$ cat config.mk
export PLATFORM = sky130hd
export DESIGN_NAME = upd_auth_ctrl
export DESIGN_NICKNAME = d
export VERILOG_FILES = /design/src/rtl/upd_pkg.sv /design/src/rtl/upd_mac_core.sv /design/src/rtl/upd_seq.sv /design/src/rtl/upd_ver_reg.sv /design/src/rtl/upd_auth_ctrl.sv
export SDC_FILE = /design/constraint.sdc
export NUM_CORES = 1
export LEC_CHECK = 0
export BUFFER_PORTS_ARGS = -buffer_cell sky130_fd_sc_hd__buf_2
export CAP_MARGIN = 30
export CELL_PAD_IN_SITES_DETAIL_PLACEMENT = 1
export CELL_PAD_IN_SITES_GLOBAL_PLACEMENT = 1
export CORE_MARGIN = 10
export CORE_UTILIZATION = 41
export CTS_CLUSTER_SIZE = 24
export DETAILED_ROUTE_END_ITERATION = 6
export PLACE_DENSITY = 0.92
export SLEW_MARGIN = 0
export SYNTH_ARGS = -nofsm -noshare
export SYNTH_HDL_FRONTEND = slang
export SYNTH_HIERARCHICAL = 1
export SYNTH_SLANG_ARGS = --single-unit
$ cat constraint.sdc
create_clock -name clk -period 4.2 [get_ports clk]
set_input_delay 0.42 -clock clk [delete_from_list [all_inputs] [get_ports clk]]
set_output_delay 0.42 -clock clk [all_outputs]
set_load 0.01 [all_outputs]
$ cat src/rtl/upd_pkg.sv
`timescale 1ns/1ps
package upd_pkg;
    localparam int WORD_W = 32;
    localparam int ROT    = 5;

    typedef logic [WORD_W-1:0] word_t;

    typedef enum logic [2:0] {
        S_IDLE,
        S_FP,
        S_VER,
        S_PAY,
        S_CMP
    } seq_state_e;

    typedef enum logic [1:0] {
        SEL_FP,
        SEL_VER,
        SEL_PAY
    } mac_sel_e;

    typedef struct packed {
        logic done;
        logic accept;
        logic reject;
    } verdict_t;

    // Placeholder keyed mixing step; NOT cryptographically strong.
    function automatic word_t mac_step(word_t s, word_t w, word_t k);
        word_t x;
        x = s ^ w;
        return ((x << ROT) | (x >> (WORD_W - ROT))) + k;
    endfunction
endpackage

$ cat src/rtl/upd_mac_core.sv
`timescale 1ns/1ps
module upd_mac_core
    import upd_pkg::*;
#(
    parameter word_t KEY = 32'h0
) (
    input  logic  clk,
    input  logic  rst,
    input  logic  clr_i,
    input  logic  absorb_i,
    input  word_t word_i,
    output word_t tag_o
);
    word_t acc_q;

    always_ff @(posedge clk) begin
        if (rst || clr_i) begin
            acc_q <= KEY;
        end else if (absorb_i) begin
            acc_q <= mac_step(acc_q, word_i, KEY);
        end
    end

    assign tag_o = acc_q;
endmodule

$ cat src/rtl/upd_seq.sv
`timescale 1ns/1ps
module upd_seq
    import upd_pkg::*;
(
    input  logic     clk,
    input  logic     rst,
    input  logic     start_i,
    input  logic     pl_valid_i,
    input  logic     pl_last_i,
    output logic     cap_o,
    output logic     mac_clr_o,
    output logic     mac_absorb_o,
    output mac_sel_e mac_sel_o,
    output logic     pl_ready_o,
    output logic     judge_o
);
    seq_state_e st_q, st_d;

    always_comb begin
        st_d         = st_q;
        cap_o        = 1'b0;
        mac_clr_o    = 1'b0;
        mac_absorb_o = 1'b0;
        mac_sel_o    = SEL_PAY;
        pl_ready_o   = 1'b0;
        judge_o      = 1'b0;
        unique case (st_q)
            S_IDLE: begin
                if (start_i) begin
                    cap_o     = 1'b1;
                    mac_clr_o = 1'b1;
                    st_d      = S_FP;
                end
            end
            S_FP: begin
                mac_absorb_o = 1'b1;
                mac_sel_o    = SEL_FP;
                st_d         = S_VER;
            end
            S_VER: begin
                mac_absorb_o = 1'b1;
                mac_sel_o    = SEL_VER;
                st_d         = S_PAY;
            end
            S_PAY: begin
                pl_ready_o   = 1'b1;
                mac_absorb_o = pl_valid_i;
                if (pl_valid_i && pl_last_i) begin
                    st_d = S_CMP;
                end
            end
            S_CMP: begin
                judge_o = 1'b1;
                st_d    = S_IDLE;
            end
            default: st_d = S_IDLE;
        endcase
    end

    always_ff @(posedge clk) begin
        if (rst) begin
            st_q <= S_IDLE;
        end else begin
            st_q <= st_d;
        end
    end
endmodule

$ cat src/rtl/upd_ver_reg.sv
`timescale 1ns/1ps
module upd_ver_reg #(
    parameter int              VER_W    = 16,
    parameter logic [VER_W-1:0] INIT_VER = '0
) (
    input  logic             clk,
    input  logic             rst,
    input  logic             commit_i,
    input  logic [VER_W-1:0] ver_i,
    output logic [VER_W-1:0] ver_o
);
    logic [VER_W-1:0] ver_q;

    always_ff @(posedge clk) begin
        if (rst) begin
            ver_q <= INIT_VER;
        end else if (commit_i) begin
            ver_q <= ver_i;
        end
    end

    assign ver_o = ver_q;
endmodule

$ cat src/rtl/upd_auth_ctrl.sv
`timescale 1ns/1ps
module upd_auth_ctrl
    import upd_pkg::*;
#(
    parameter int               VER_W    = 16,
    parameter word_t            DEV_FP   = 32'h00C0_FFEE,
    parameter word_t            DEV_KEY  = 32'h5A17_C3E9,
    parameter logic [VER_W-1:0] INIT_VER = '0
) (
    input  logic              clk,
    input  logic              rst,
    input  logic              start_i,
    input  logic [VER_W-1:0]  new_ver_i,
    input  logic [WORD_W-1:0] claim_tag_i,
    input  logic              pl_valid_i,
    input  logic [WORD_W-1:0] pl_data_i,
    input  logic              pl_last_i,
    output logic              pl_ready_o,
    output logic              done_o,
    output logic              accept_o,
    output logic              reject_o,
    output logic [WORD_W-1:0] fingerprint_o,
    output logic [VER_W-1:0]  cur_ver_o
);
    localparam int PAD_W = WORD_W - VER_W;

    logic             cap, mac_clr, mac_absorb, judge, pass;
    mac_sel_e         mac_sel;
    logic [VER_W-1:0] ver_q, stored_ver;
    word_t            tag_q, mac_tag, mac_word, ver_word;
    verdict_t         verdict_q;

    generate
        if (PAD_W > 0) begin : g_pad
            assign ver_word = {{PAD_W{1'b0}}, ver_q};
        end else begin : g_nopad
            assign ver_word = ver_q[WORD_W-1:0];
        end
    endgenerate

    upd_seq u_seq (
        .clk          (clk),
        .rst          (rst),
        .start_i      (start_i),
        .pl_valid_i   (pl_valid_i),
        .pl_last_i    (pl_last_i),
        .cap_o        (cap),
        .mac_clr_o    (mac_clr),
        .mac_absorb_o (mac_absorb),
        .mac_sel_o    (mac_sel),
        .pl_ready_o   (pl_ready_o),
        .judge_o      (judge)
    );

    always_ff @(posedge clk) begin
        if (rst) begin
            ver_q <= '0;
            tag_q <= '0;
        end else if (cap) begin
            ver_q <= new_ver_i;
            tag_q <= claim_tag_i;
        end
    end

    always_comb begin
        unique case (mac_sel)
            SEL_FP:  mac_word = DEV_FP;
            SEL_VER: mac_word = ver_word;
            default: mac_word = pl_data_i;
        endcase
    end

    upd_mac_core #(.KEY(DEV_KEY)) u_mac (
        .clk      (clk),
        .rst      (rst),
        .clr_i    (mac_clr),
        .absorb_i (mac_absorb),
        .word_i   (mac_word),
        .tag_o    (mac_tag)
    );

    assign pass = (mac_tag == tag_q) && (ver_q > stored_ver);

    upd_ver_reg #(.VER_W(VER_W), .INIT_VER(INIT_VER)) u_ver (
        .clk      (clk),
        .rst      (rst),
        .commit_i (judge && pass),
        .ver_i    (ver_q),
        .ver_o    (stored_ver)
    );

    always_ff @(posedge clk) begin
        if (rst) begin
            verdict_q <= '0;
        end else begin
            verdict_q.done   <= judge;
            verdict_q.accept <= judge && pass;
            verdict_q.reject <= judge && !pass;
        end
    end

    assign done_o        = verdict_q.done;
    assign accept_o      = verdict_q.accept;
    assign reject_o      = verdict_q.reject;
    assign fingerprint_o = DEV_FP;
    assign cur_ver_o     = stored_ver;
endmodule

==> metrics <==
final hold violations=0; post-synth top area share=0.3337; diode count=0; dominant cells by area after synthesis=dfxtp_1, mux2i_1, xor2_1; fin util=0.4750; RSZ-0062 raised after global routing=false; violation count after the first detailed-routing iteration=358; clock tree buffer depth=2; Layout Skew=10.22 ps; most frequent cell after synthesis=nor2_1; # H-tree levels=3; Inserted Clock Buffers=9; Die W=142.2 µm; top cells by count, synth=nor2_1, dfxtp_1, mux2i_1; HP Class=in -> reg; worst slew pin tran=1080 ps; Max Cap Viol=0; busiest grt layer=met2; cell area after synthesis=6120 µm²; area of the multi-input gates=3707 µm²; Seq pwr share=0.379; crit path time final=3874 ps; max-slew violations=0; synth unique cells=63; worst path required time=4410 ps; wire per inst=20.02 µm; vias in the first global route=5758; design area=6929 µm²; final setup fails=0; status=finished clean; initial antenna violation count=0; Reg clk slew, reported paths=70 ps; Synth Flop Type=dfxtp_1; HP Start=new_ver_i[14]; met2 usage=0.3243; Comb power frac=0.370; hold bufs inserted after CTS=0; register area share after synthesis=0.3337; RR Startpoint=u_seq/st_q[2]$_SDFFE_PP0P_; Via-to-Cell Ratio=5.402; Post-DRT Antenna Nets=0; routing usage on met3=0.03772; Area Overhead vs Synth=13.23%; share of layout cells above drive strength 1=0.1940; top cell type by total area after synthesis=dfxtp_1; die footprint=20210 µm²; Clk Latency, worst-skew pair=370 ps; leakage power=0.002896 µW; share of synthesized registers carrying an async set or reset=0; largest net degree at the start of global routing=71; syn avg cell area=8.656 µm²; area of the core=14590 µm²; Fill cells=1788; Register Area=2042 µm²; GRT Total Usage=0.1921; Setup crit start kind=flip-flop; Worst setup EP type=flip-flop; ratio of final minimum period to clock period=0.9225; met1 usage=0.2265; PostCTS Resize Cnt=0; via count=5310; nets=897; CP startpoint=u_seq/st_q[2]$_SDFFE_PP0P_; postcts setup bufs=0; crit path kind=reg -> reg; gr ovfl total=0; # DRC=0; Synth Instances=707; first drt pass iteration count=4; Final TNS setup=0 ps; Max rail drop VDD=0.2179 mV; Switching Share=0.3908; number of port buffers=104; Area after DPL=6665 µm²; # clock sinks=102; clk root buf=clkbuf_16; EDFF count, synth=0; Detail Placement HPWL=15.08 mm; post-synthesis register bit count=102; CTS tree=built; # rows=44; Ys Warns=6; Max Freq=258.1 MHz; die height=142.2 µm; final wirelength=19.68 mm; first-pass GRT wire length=30.87 mm; initial core utilization=0.4195; IO Count=137; CP arrival=4080 ps; normalized max-slew margin=0.2798; net switching power=1232 µW; Clk network pwr share=0.251; Final GP Congestion=0.9162; Fin Hold WS=284.1 ps; CP max FO=31; internal power=1920 µW; Cell Pwr Density=454.9 nW/µm²
[stage by stage]
| stage | setup slack [ps] | instances | total power [µW] |
|---|---|---|---|
| finish | 325.6 | 983 | 3152 |
| global placement | 758.3 | 968 | 2274 |
| floorplan | 1256 | 737 | 2027 |
| detailed placement | 465.1 | 968 | 2337 |
| global route | 38.25 | 983 | 3314 |
| CTS | 425.4 | 983 | 3147 |
[worst max-delay path, stage by stage (launching register included)]
cell and delay, ps:
dfxtp_1 520, nand2b_1 880, buf_4 300, nor2_1 50
a21oi_1 180, xor2_1 170, nor3_1 480, nand2_1 290
a21o_4 270, a21oi_2 240, xor2_1 230, a211oi_1 100
[flip-flops by register name (all words and copies together) (netlist names)]
name         count
u_mac/tag_o     32
u_seq/st_q       3
accept_o         1
u_ver/ver_o     16
reject_o         1
done_o           1
ver_q           16
tag_q           32
[final timing paths]
| check | to | slack (ps) | depth (start not counted) |
|---|---|---|---|
| setup / recovery | u_mac/tag_o[21]$_SDFFE_PP0P_ | 330 | 11 |
| hold / removal | ver_q[14]$_SDFFE_PP0P_ | 280 | 3 |
| setup reg to reg | u_mac/tag_o[21]$_SDFFE_PP0P_ | 330 | 11 |
| hold reg to reg | tag_q[20]$_SDFFE_PP0P_ | 520 | 2 |
[kinds of logic after synthesis]
kind of cell / after synthesis / share of synthesized area
compound gates: 96 / 0.1110
xor+xnor: 91 / 0.1327
fa+ha+maj: 17 / 0.03476
buf+inv: 89 / 0.08158
flops: 102 / 0.3337
mux: 68 / 0.1112
other cells: 2 / 0.001227
simple gates: 242 / 0.1938
[layer usage]
layer	share of wire	wire (µm)
met1	0.41	8117
met2	0.49	9642
met3	0.062	1227
met4	0.035	690
met5	0	0
[power by group through the flow]
stage	clock network [µW]	logic [µW]	registers, µW
floorplan	0	868	1160
CTS	805	1150	1190
detailed placement	0	1120	1210
finish	792	1170	1190
global route	838	1270	1210
global placement	0	1070	1210
[cell type report]
cell class / instances / share of cell area
Clock buffer: 10 / 0.03304
Clock inverter: 5 / 0.005056
Inverter: 20 / 0.01083
Multi-Input combinational cell: 546 / 0.5350
Sequential cell: 102 / 0.2947
Tap cell: 184 / 0.03322
Timing Repair Buffer: 116 / 0.08812
[layout by cell type (no fill, tap or decap), types with 3 or more instances in the layout]
| master | count |
|---|---|
| buf_2 | 104 |
| nor2_1 | 103 |
| dfxtp_1 | 102 |
| mux2i_1 | 68 |
| xor2_1 | 48 |
| xnor2_1 | 41 |
| nand2_1 | 37 |
| conb_1 | 32 |
| a21oi_1 | 31 |
| o21ai_0 | 20 |
| inv_1 | 19 |
| and2_1 | 17 |
| ha_1 | 17 |
| nor2b_1 | 15 |
| nand4_1 | 15 |
| nor3_1 | 13 |
| buf_4 | 12 |
| nor4_1 | 9 |
| clkbuf_16 | 9 |
| o21ai_1 | 8 |
| nand3_1 | 8 |
| a211oi_1 | 6 |
| a21oi_2 | 3 |
| a21o_1 | 3 |
| a31oi_1 | 3 |
| nand2b_1 | 3 |
Power figures use the tool's default switching activity.
